File: config.mk
export PLATFORM = sky130hd
export DESIGN_NAME = addr_mode_decoder
export DESIGN_NICKNAME = d
export VERILOG_FILES = /design/src/rtl/amd_pkg.sv /design/src/rtl/amd_opnd.sv /design/src/rtl/amd_cost.sv /design/src/rtl/amd_seq.sv /design/src/rtl/addr_mode_decoder.sv
export SDC_FILE = /design/constraint.sdc
export NUM_CORES = 1
export LEC_CHECK = 0
export ABC_AREA = 1
export BUFFER_PORTS_ARGS = -buffer_cell sky130_fd_sc_hd__buf_4
export CAP_MARGIN = 20
export CORE_ASPECT_RATIO = 1.25
export CORE_MARGIN = 2
export CORE_UTILIZATION = 40
export CTS_CLUSTER_SIZE = 14
export DETAILED_ROUTE_END_ITERATION = 7
export PLACE_DENSITY = 0.71
export SYNTH_ARGS = -nofsm -noshare
export SYNTH_HDL_FRONTEND = slang
export SYNTH_SLANG_ARGS = --single-unit
File: constraint.sdc
create_clock -name clk -period 4.41 [get_ports clk]
set_input_delay 0.441 -clock clk [delete_from_list [all_inputs] [get_ports clk]]
set_output_delay 0.441 -clock clk [all_outputs]
set_load 0.03 [all_outputs]
File: src/rtl/amd_pkg.sv
package amd_pkg;
    localparam int REG_W  = 4;
    localparam int CYC_W  = 3;
    localparam int LEN_W  = 2;
    localparam int STEP_W = 2;
    localparam logic [REG_W-1:0] PC_NUM  = REG_W'(0);
    localparam logic [REG_W-1:0] SP_NUM  = REG_W'(1);
    localparam logic [REG_W-1:0] ABS_NUM = REG_W'(2);

    typedef enum logic [2:0] {
        K_REG = 3'd0, K_IDX = 3'd1, K_SYM = 3'd2, K_ABS = 3'd3,
        K_IND = 3'd4, K_AINC = 3'd5, K_IMM = 3'd6
    } opnd_kind_e;

    typedef enum logic [1:0] {
        CL_SHIFT = 2'd0, CL_PUSH = 2'd1, CL_CALL = 2'd2, CL_RSVD = 2'd3
    } op_cls_e;

    typedef struct packed {
        opnd_kind_e         src_kind;
        opnd_kind_e         dst_kind;
        logic               src_ext;
        logic               dst_ext;
        logic               src_ind;
        logic               src_inc;
        logic [STEP_W-1:0]  inc_step;
        logic               illegal;
        logic               wb_en;
        logic [LEN_W-1:0]   len;
        logic [CYC_W-1:0]   cyc;
    } decode_t;

    function automatic opnd_kind_e src_kind_of(input logic [1:0] mode,
                                               input logic [REG_W-1:0] rn);
        unique case (mode)
            2'b00: return K_REG;
            2'b01: return (rn == PC_NUM) ? K_SYM : (rn == ABS_NUM) ? K_ABS : K_IDX;
            2'b10: return K_IND;
            default: return (rn == PC_NUM) ? K_IMM : K_AINC;
        endcase
    endfunction

    function automatic logic needs_ext(input opnd_kind_e k);
        return (k == K_IDX) || (k == K_SYM) || (k == K_ABS) || (k == K_IMM);
    endfunction
endpackage

File: src/rtl/amd_opnd.sv
module amd_opnd
    import amd_pkg::*;
(
    input  logic              fmt_single,
    input  logic [1:0]        src_mode,
    input  logic              dst_mode,
    input  logic [REG_W-1:0]  src_reg,
    input  logic [REG_W-1:0]  dst_reg,
    input  logic [1:0]        op_cls,
    input  logic              byte_op,
    output opnd_kind_e        src_kind,
    output opnd_kind_e        dst_kind,
    output logic              src_ext,
    output logic              dst_ext,
    output logic              src_ind,
    output logic              src_inc,
    output logic [STEP_W-1:0] inc_step,
    output logic              illegal,
    output logic              wb_en
);
    logic shift_cls;
    logic wide_ptr;

    always_comb begin
        shift_cls = (op_cls == CL_SHIFT) || (op_cls == CL_RSVD);
        src_kind  = src_kind_of(src_mode, src_reg);
        if (fmt_single || !dst_mode)
            dst_kind = K_REG;
        else if (dst_reg == PC_NUM)
            dst_kind = K_SYM;
        else if (dst_reg == ABS_NUM)
            dst_kind = K_ABS;
        else
            dst_kind = K_IDX;

        src_ext  = needs_ext(src_kind);
        dst_ext  = needs_ext(dst_kind);
        src_ind  = (src_kind == K_IND) || (src_kind == K_AINC) || (src_kind == K_IMM);
        illegal  = fmt_single && shift_cls && (src_kind == K_IMM);
        src_inc  = ((src_kind == K_AINC) || (src_kind == K_IMM)) && !illegal;
        wide_ptr = (src_reg == PC_NUM) || (src_reg == SP_NUM);
        if (!src_inc)
            inc_step = '0;
        else if (byte_op && !wide_ptr)
            inc_step = STEP_W'(1);
        else
            inc_step = STEP_W'(2);
        wb_en = fmt_single ? (shift_cls && !illegal) : 1'b1;
    end
endmodule

File: src/rtl/amd_cost.sv
module amd_cost
    import amd_pkg::*;
(
    input  logic              fmt_single,
    input  logic [1:0]        src_mode,
    input  logic              dst_mode,
    input  logic [REG_W-1:0]  dst_reg,
    input  logic [1:0]        op_cls,
    input  logic              dadd_op,
    input  logic              src_ext,
    input  logic              dst_ext,
    output logic [LEN_W-1:0]  len,
    output logic [CYC_W-1:0]  cyc
);
    logic              dst_pc;
    logic [CYC_W-1:0]  base;

    always_comb begin
        dst_pc = !dst_mode && (dst_reg == PC_NUM);
        base   = '0;
        if (!fmt_single) begin
            unique case (src_mode)
                2'b00: base = dst_mode ? CYC_W'(4) : (dst_pc ? CYC_W'(2) : CYC_W'(1));
                2'b01: base = dst_mode ? CYC_W'(6) : CYC_W'(3);
                2'b10: base = dst_mode ? CYC_W'(4) : CYC_W'(2);
                default: base = dst_mode ? CYC_W'(5) : (dst_pc ? CYC_W'(3) : CYC_W'(2));
            endcase
            cyc = base + CYC_W'(dadd_op);
        end else begin
            unique case (op_cls)
                CL_PUSH: unique case (src_mode)
                    2'b00: base = CYC_W'(3);
                    2'b01: base = CYC_W'(5);
                    default: base = CYC_W'(4);
                endcase
                CL_CALL: unique case (src_mode)
                    2'b00, 2'b10: base = CYC_W'(4);
                    default: base = CYC_W'(5);
                endcase
                default: unique case (src_mode)
                    2'b00: base = CYC_W'(1);
                    2'b01: base = CYC_W'(4);
                    default: base = CYC_W'(3);
                endcase
            endcase
            cyc = base;
        end
        len = LEN_W'(1) + LEN_W'(src_ext) + LEN_W'(dst_ext);
    end
endmodule

File: src/rtl/amd_seq.sv
module amd_seq
    import amd_pkg::*;
(
    input  logic    clk,
    input  logic    rst,
    input  logic    start,
    input  decode_t dec_in,
    output decode_t dec_q,
    output logic    busy
);
    logic [CYC_W-1:0] cnt;

    always_ff @(posedge clk) begin
        if (rst) begin
            dec_q <= '0;
            busy  <= 1'b0;
            cnt   <= '0;
        end else if (start && !busy) begin
            dec_q <= dec_in;
            busy  <= 1'b1;
            cnt   <= dec_in.cyc - CYC_W'(1);
        end else if (busy) begin
            if (cnt == '0)
                busy <= 1'b0;
            else
                cnt <= cnt - CYC_W'(1);
        end
    end


    load_cnt_chk: assert property (@(posedge clk) disable iff (rst)
        (start && !busy) |=> (busy && cnt == $past(dec_in.cyc) - CYC_W'(1)));


    busy_end_chk: assert property (@(posedge clk) disable iff (rst)
        $fell(busy) |-> ($past(cnt) == '0));


    hold_dec_chk: assert property (@(posedge clk) disable iff (rst)
        ($past(busy) && busy) |-> $stable(dec_q));


    len_range_chk: assert property (@(posedge clk) disable iff (rst)
        busy |-> (dec_q.len >= LEN_W'(1) && dec_q.len <= LEN_W'(3)));


    illegal_quiet_chk: assert property (@(posedge clk) disable iff (rst)
        (busy && dec_q.illegal) |-> (!dec_q.src_inc && !dec_q.wb_en));
endmodule

File: src/rtl/addr_mode_decoder.sv
module addr_mode_decoder
    import amd_pkg::*;
(
    input  logic              clk,
    input  logic              rst,
    input  logic              start,
    input  logic              fmt_single,
    input  logic [1:0]        src_mode,
    input  logic              dst_mode,
    input  logic [REG_W-1:0]  src_reg,
    input  logic [REG_W-1:0]  dst_reg,
    input  logic [1:0]        op_cls,
    input  logic              byte_op,
    input  logic              dadd_op,
    output logic [2:0]        src_kind,
    output logic [2:0]        dst_kind,
    output logic              src_ext,
    output logic              dst_ext,
    output logic              src_ind,
    output logic              src_inc,
    output logic [STEP_W-1:0] inc_step,
    output logic              illegal,
    output logic              wb_en,
    output logic [LEN_W-1:0]  len_words,
    output logic [CYC_W-1:0]  cycles,
    output logic              busy
);
    decode_t dec_c;
    decode_t dec_q;

    amd_opnd u_opnd (
        .fmt_single (fmt_single),
        .src_mode   (src_mode),
        .dst_mode   (dst_mode),
        .src_reg    (src_reg),
        .dst_reg    (dst_reg),
        .op_cls     (op_cls),
        .byte_op    (byte_op),
        .src_kind   (dec_c.src_kind),
        .dst_kind   (dec_c.dst_kind),
        .src_ext    (dec_c.src_ext),
        .dst_ext    (dec_c.dst_ext),
        .src_ind    (dec_c.src_ind),
        .src_inc    (dec_c.src_inc),
        .inc_step   (dec_c.inc_step),
        .illegal    (dec_c.illegal),
        .wb_en      (dec_c.wb_en)
    );

    amd_cost u_cost (
        .fmt_single (fmt_single),
        .src_mode   (src_mode),
        .dst_mode   (dst_mode),
        .dst_reg    (dst_reg),
        .op_cls     (op_cls),
        .dadd_op    (dadd_op),
        .src_ext    (dec_c.src_ext),
        .dst_ext    (dec_c.dst_ext),
        .len        (dec_c.len),
        .cyc        (dec_c.cyc)
    );

    amd_seq u_seq (
        .clk    (clk),
        .rst    (rst),
        .start  (start),
        .dec_in (dec_c),
        .dec_q  (dec_q),
        .busy   (busy)
    );

    assign src_kind  = dec_q.src_kind;
    assign dst_kind  = dec_q.dst_kind;
    assign src_ext   = dec_q.src_ext;
    assign dst_ext   = dec_q.dst_ext;
    assign src_ind   = dec_q.src_ind;
    assign src_inc   = dec_q.src_inc;
    assign inc_step  = dec_q.inc_step;
    assign illegal   = dec_q.illegal;
    assign wb_en     = dec_q.wb_en;
    assign len_words = dec_q.len;
    assign cycles    = dec_q.cyc;
endmodule

# Word level (Yosys, flattened, before mapping)
# Index checks and enable logic that the tools add are counted.
# classes
n_mux,29
reduce_logical,31
addsub,5
eq_ne,19
# op_table
operator,count
$mux W3,12
$pmux W3 S2,3
$pmux W3 S3,2
$eq A3 B2 Y1 const B,4
$eq A3 B3 Y1 const B,4
$logic_or A1 B1 Y1,12
$mux W2,6
$eq A4 B2 Y1 const B,2
$logic_not A4 Y1,2
$logic_and A1 B1 Y1,7
$eq A2 B2 Y1 const B,3
$eq A3 B1 Y1 const B,2
$mux W1,6
$sub A3 B1 Y3 const B,2
$eq A2 B1 Y1 const B,2
$eq A4 B1 Y1 const B,1
$logic_not A1 Y1,4
$logic_not A2 Y1,2
$add A3 B1 Y3,1
$logic_not A3 Y1,1
$add A1 B1 Y2 const A,1
$add A2 B1 Y2,1
$ne A2 B1 Y1 const B,1
$reduce_and A2 Y1,1
2 further kinds,2
# word_totals
elab_cells,97
output_inout_bits,20
register_bits,23
input_bits,19

# Logic depth before layout (Yosys ltp)
# Gate-level depths: netlist of run 1.
# depth
depth_word,10
ltp_mapped,19
ltp_nobuf,19

# Cells and area by module
# From an unflattened synthesis of run 1, not the netlist that was laid out.
# unflattened
cells_unflattened,205
area_unflattened_um2,1322.5
# by_module_without_submodules
mod,n_inst,seq_area_each_um2,cells_each,area_per_inst_um2
amd_seq,1,460.4,117,889.6
amd_cost,1,0.0,45,232.7
amd_opnd,1,0.0,43,200.2

# Worst setup path before layout of run 1
# OpenSTA, ideal clock, no wires.
# synth_timing
path_kind,input to register
startpoint,input port dst_reg[0]
endpoint,register u_seq.cnt[1]
path_buffers,0
slack_ns,2.151
cell_stages,14
required_ns,4.324
setup_ns,0.086
arrival_time_ns,2.173
path_cell_list,nor3_1 > inv_1 > nor2_1 > inv_1 > nand2_1 > a22oi_1 > ha_1 > ha_1 > nand2_1 > nand3_1 > nand2_1 > o21a_1 > ha_1 > a211oi_1
# synth_via
elab_chain_len,10
word_cells_on_any_way,12
classes_between,add/sub: 2; mux: 8; reduce/logical: 2
# synth_lines
element,line_no,source
start: declaration,addr_mode_decoder.sv:11,"input logic [REG_W-1:0] dst_reg,"
$logic_not A4 Y1 (*),amd_cost.sv:19,dst_pc = !dst_mode && (dst_reg == PC_NUM);
$logic_and A1 B1 Y1 (*),amd_cost.sv:19,
$mux W1 or $mux W2 (tied branches),"amd_cost.sv:26, amd_cost.sv:23",
$mux W3 (on tied branches),"amd_cost.sv:26, amd_cost.sv:23",
$pmux W3 S3 (*),amd_cost.sv:22,unique case (src_mode)
$mux W3 (*),amd_cost.sv:21,if (!fmt_single) begin
$add A3 B1 Y3 (*),amd_cost.sv:28,cyc = base + CYC_W'(dadd_op);
$mux W3 (*),amd_cost.sv:21,
$sub A3 B1 Y3 (*),amd_seq.sv:21,cnt <= dec_in.cyc - CYC_W'(1);
$mux W3 (*),amd_seq.sv:18,end else if (start && !busy) begin
end signal: assignment,amd_seq.sv:21,
end signal: assignment,amd_seq.sv:26,cnt <= cnt - CYC_W'(1);
end: declaration,amd_seq.sv:11,logic [CYC_W-1:0] cnt;
# Every way passes the cells marked *; elsewhere a longest branch is shown, timed or not. The select of a mux whose other input is x is not followed.
# A chain may end at the register's enable or synchronous reset.

# Worst setup path in the final report of run 1
# Same ends and word-level chain as after synthesis.

==> results.md, run 1 <==
* Leak at 0.735 nW
* Synthesized cell area at 1140 um^2
* Clock Latency Late Sink at 0.30 ns
* Least-Margin Pin Slew at 0.674 ns
* Outcome: completed
* Die Ht at 63.6 um
* EDFF count, synth at 0
* CTS Buffer Depth at 2
* Overflow after GRT at 0
* Largest cells by area after synthesis: dfxtp_1 39%, nand2_1 14%, a21oi_1 7.5%
* Min-delay src: fmt_single
* Mean Syn Cell Area at 6.81 um^2
* Mapped Cells at 167
* Post-CTS Setup Repair Bufs at 0
* Starting density of the core at 42.0%
* Warnings from Yosys at 0
* RSZ-0062 raised after global routing: no
* Top-area cell type share of the netlist area at 38.7%
* Setup Viol. Count Final at 0
* Worst Hold Class: in -> reg
* #FFs+latches synth at 22
* TritonCTS clock tree: done
* Hold-fix buffers, CTS at 0
* Syn Nets at 192
* Highest metal used: met4
* Max-Cap Viols at 0
* Pwr dens at 318 nW/um^2
* Fmax at 444 MHz
* Area growth syn-to-layout at 28.8%
* Minimum clock period at 2.25 ns
* WL met3 at 90 um
* Crit. End Element: flop
* DRT met1 WL at 1.14 mm
* DRT iter0 DRCs at 26
* Met2 wire length at 1.37 mm
* Crit Path Category: in -> reg
* Crit path from: dst_reg[0]
* Inserted Clock Buffers at 3
* Drt total wl at 2.63 mm
* Commonest cells post-synth: 43 x nand2_1, 22 x dfxtp_1, 18 x inv_1, 17 x a21oi_1, 15 x nor2_1
* Dpl hpwl at 2.17 mm
* Setup TNS at 0 ns
* First-pass GRT wire length at 4.42 mm
* N_diodes at 0
* Largest area contributor in the netlist: dfxtp_1
* Drc violations at 0
* Layout cells sized above 1 at 25.1%
* Slew Limit Headroom at 55.0%
* Worst path arrival time at 2.47 ns
* Crit share post-route at 51.1%
* Hold Violations, Final at 0
* Routed wire per std cell at 11.1 um
* Final Max Tran Viols at 0
* Die area at 3290 um^2
* Via density at 4.88
* Largest net degree at the start of global routing at 21
* Vias at 1157
* Num rows at 21
* Ys async rst share at 0%
* Cell at the root of the clock tree: clkbuf_4
* Ys flop type: dfxtp_1
* Reg2Reg Launch Point: u_seq.busy$_SDFF_PP0_
* Final Net Count at 229
* Critical path peak fanout at 2
* Total Power at 0.000466 W
* Horiz. Die Dim at 51.7 um
* Drt pass-1 iters at 4
* WP data required at 4.63 ns
* Worst vdd rail ir drop at 0.135 mV
* Vias in the first global route at 1070
* Io pins at 39
* Startpoint types: input port
* Clk slew on worst S/H paths at 0.11 ns
* Clk sink count at 22
* Initial antenna violation count at 0
* Area of the core at 2710 um^2
* Port Buf Inserts at 37
* H-Tree Depth at 1
* Post-route ant nets at 0
* Layout Skew at 0.00734 ns
* PostCTS Resize Cnt at 0
* Post-synthesis sequential area ratio at 38.7%
* Overall routing resource usage at 17.3%
* Netlist cell types at 25
* Count leader, synth: nand2_1
* Gpl congestion at 0.925
-- stage by stage --
stage | instance area [um^2] | hold slack (ns) | cells | util (%) | setup slack [ns]
5_1_grt | 1470 | 0.375 | 237 | 54.1 | 1.98
6_report | 1470 | 0.387 | 237 | 54.1 | 2.16
2_1_floorplan | 1140 | 0.460 | 167 | - | 2.15
3_5_place_dp | 1430 | 0.462 | 233 | 52.8 | 1.84
3_3_place_gp | 1430 | 0.454 | 233 | 52.8 | 1.92
4_1_cts | 1470 | 0.375 | 237 | 54.1 | 2.15
-- registers in the layout (all words and copies together) (netlist names) --
name and count:
u_seq.cnt 3, u_seq.dec_q 18, u_seq.busy 1
-- cells by family after synthesis --
group / after synthesis / synth area share (%)
and+or+nand+nor: 74 / 27.5
adders and majority gates: 6 / 6.60
buffers and inverters: 29 / 10.4
DFF: 22 / 38.7
AOI/OAI and AO/OA: 35 / 16.4
other: 1 / 0.330
-- placed cells by master (no fill, tap or decap) --
cell / Yosys / layout
a21oi_1: 17 / 17
buf_4: 2 / 37
a31oi_1: 1 / 1
nand3_1: 8 / 8
nor2_1: 15 / 15
nand4_1: 1 / 1
a211oi_1: 1 / 1
conb_1: 1 / 1
o21a_1: 1 / 1
nand2_2: 2 / 2
nand3_2: 1 / 1
clkbuf_4: 0 / 3
nor2_2: 1 / 1
inv_2: 6 / 6
nand2_1: 43 / 43
a22oi_1: 1 / 1
ha_1: 6 / 6
o21ai_0: 11 / 11
o21ai_1: 2 / 2
inv_1: 18 / 18
nor3_1: 1 / 1
o31ai_1: 1 / 1
clkbuf_8: 0 / 1
nand3b_1: 2 / 2
dfxtp_1: 22 / 22
-- path summary, 6_finish.rpt --
path,endpoint,slack [ns],cells after the start
min,u_seq.dec_q[5]$_SDFFE_PP0P_,0.39,2
min reg2reg,u_seq.dec_q[18]$_SDFFE_PP0P_,0.47,2
max,u_seq.cnt[1]$_SDFFE_PP0P_,2.16,15
max reg2reg,u_seq.cnt[2]$_SDFFE_PP0P_,2.46,7
-- worst max-delay path, cell delays in order --
cell and delay, ns:
buf_4 0.11, nor3_1 0.23, inv_1 0.06, nor2_1 0.12, inv_1 0.07, nand2_1 0.08, a22oi_1 0.08, ha_1 0.19
ha_1 0.28, nand2_1 0.06, nand3_1 0.07, nand2_1 0.07, o21a_1 0.14, ha_1 0.28, a211oi_1 0.21
-- final cells by class --
class / count / area, um^2
fill: 269 / 1240
clock buffer: 4 / 36.3
tap: 34 / 42.5
sequential: 22 / 440
multi-input combinational: 116 / 578
inverter: 24 / 90.1
timing repair buffer: 37 / 278
-- layer usage --
layer  up-vias  GRT usage, %
met5         -             0
met4         0          5.92
met3         2          1.66
met2        25          31.7
met1       527          20.3
li1        603             -
-- power by group --
part | switching [W] | internal, W
sequential | 0.00000909 | 0.000215
combinational | 0.0000825 | 0.0000516
clock | 0.0000574 | 0.0000503
Note: power is estimated with default switching activity, not from simulation.
==> inputs of run 2 (changes only) <==
PLACE_DENSITY = 0.74   (was 0.71)
clock period = 1.96 ns   (was 4.41 ns; I/O delays follow)
==> run 2 against run 1 <==
Net effect:
- largest power group unchanged
- non-clock buffer count up 8
- critical path type unchanged
- power rose to 2.5 times the previous value
- clock-buffer cell count down 1
- utilization up 4.3 points
- first-iteration DRC count up 15%
- hold slack worse by 0.25 ns
- largest cell class unchanged
- worst setup slack worse by 2.0 ns
- sequential power up 130%
- sequential share of layout area down 2.2 points
- final area up 7.9%
==> results.md, run 2 (same netlist as run 1, synthesis figures left out) <==
* Inserted Clock Buffers at 3
* Most common cell after layout, fill and taps aside: buf_4
* Initial antenna violation count at 0
* Final Net Count at 237
* Clk slew on worst S/H paths at 0.11 ns
* Regs by FF count: u_seq.dec_q (18), u_seq.cnt (3), u_seq.busy (1)
* Layout Skew at 0.0136 ns
* WP buf/inv at 4
* Minimum clock period at 1.85 ns
* Vias in the first global route at 1060
* H-Tree Depth at 1
* Gpl congestion at 0.863
* Startpoint types: input port
* Max-Cap Viols at 0
* Most frequent CP cell: nand2_1
* Io pins at 39
* Vias at 1162
* Fmax at 542 MHz
* Design Area, Final at 1580 um^2
* Die area at 3290 um^2
* Worst vdd rail ir drop at 0.418 mV
* Worst path slowest cell: ha_1
* Area growth syn-to-layout at 38.9%
* Port Buf Inserts at 37
* DRT iter0 DRCs at 30
* Crit share post-route at 94.2%
* Drt total wl at 2.52 mm
* Clk sink count at 22
* Crit. End Element: flop
* Critical path peak fanout at 2
* Via density at 4.74
* First-pass GRT wire length at 4.37 mm
* Die Ht at 63.6 um
* Fin worst setup slack at 0.113 ns
* Starting density of the core at 42.0%
* Horiz. Die Dim at 51.7 um
* Overflow after GRT at 0
* Clock Latency Late Sink at 0.31 ns
* Placed cells at 239
* Routed wire per std cell at 10.3 um
* Area of the core at 2710 um^2
* Slowest stage delay, CP at 0.28 ns
* Layout Cells excl Fill at 245
* Largest net degree at the start of global routing at 17
* TritonCTS clock tree: done
* Pwr dens at 751 nW/um^2
* Worst Hold Class: in -> reg
* Worst path arrival time at 2.06 ns
* N_diodes at 0
* Worst path cell trace: buf_4, nor3_4, inv_1, nor2_2, inv_1, nand2_2, a22oi_2, ha_2, ha_1, nand2_1, nand3_2, nand2_2, o21a_1, ha_2, inv_1, nand2_1, nand2_1, nand2_1, nand2_1
* Layout cells sized above 1 at 32.2%
* Cell at the root of the clock tree: clkbuf_4
* Drt pass-1 iters at 5
* Max FFs per register at 18
* Final Max Tran Viols at 0
* Most frequent cells in the layout: 45 x buf_4, 41 x nand2_1, 22 x dfxtp_1
* Overall routing resource usage at 17.0%
* Dpl cell area at 1490 um^2
* WP data required at 2.17 ns
* Hold Violations, Final at 0
* Leak at 0.786 nW
* Total Power at 0.00119 W
* Post-route ant nets at 0
* Setup Viol. Count Final at 0
* Drc violations at 0
* Outcome: completed
* Dpl hpwl at 1.97 mm
* CTS Buffer Depth at 2
* Pre-CTS WS at -0.288 ns
* Biggest register: u_seq.dec_q
* Crit Path Category: in -> reg
* Num rows at 21
* CP top delay family: simple AND/OR/NAND/NOR gates
-- run 2: changes by cell type in the layout (fill, tap and decap cells not counted), moves of 2 or more --
cell	previous run	this run
nand2_1	43	41
buf_4	37	45
ha_2	0	2
nand2_2	2	4
ha_1	6	4
-- run 2: what timing repair did --
item | in CTS | in global routing
hold buffers | 0 | 0
setup buffers | 0 | 2
resized for setup | 0 | 9
setup endpoints to repair | 0 | 2
-- run 2: power breakdown --
group	total (W)	internal, W	switching, W
clock network	0.000345	0.000207	0.000138
logic	0.000338	0.000140	0.000199
registers	0.000504	0.000484	0.0000197
total	0.00119	0.000830	0.000357
-- run 2: metal layers --
| layer | vias to the layer above | global-route usage, % | share of wire (%) |
|---|---|---|---|
| li1 | 622 | - | - |
| met3 | 6 | 1.90 | 4.2 |
| met2 | 29 | 27.6 | 48 |
| met4 | 0 | 8.22 | 2.2 |
| met5 | - | 0 | 0 |
| met1 | 505 | 22.1 | 46 |
-- run 2: final timing paths --
check,start,end,slack (ns),depth (start not counted)
worst min register to register,u_seq.dec_q[10]$_SDFFE_PP0P_,u_seq.dec_q[10]$_SDFFE_PP0P_,0.47,2
worst max-delay path,dst_reg[2],u_seq.cnt[2]$_SDFFE_PP0P_,0.11,19
worst min-delay path,fmt_single,u_seq.dec_q[5]$_SDFFE_PP0P_,0.14,2
worst max register to register,u_seq.busy$_SDFF_PP0_,u_seq.cnt[2]$_SDFFE_PP0P_,0.33,7
-- run 2: area by class of cell --
cell class | count | area, um^2
fillers | 263 | 1130
multi-input cells | 116 | 617
flip-flops and latches | 22 | 440
repair buffers | 45 | 338
inverters | 24 | 90.1
well taps | 34 | 42.5
clock inverters | 1 | 30.0
clock buffers | 3 | 22.5
-- run 2: through the flow --
step                      hold slack, ns  TNS, ns  utilization [%]
after floorplan                    0.265        0                -
after global placement             0.451   -0.382             54.9
after detailed placement           0.457   -0.545             54.9
after CTS                          0.132        0             56.8
after global routing               0.145  -0.0572             58.4
final                              0.140        0             58.4
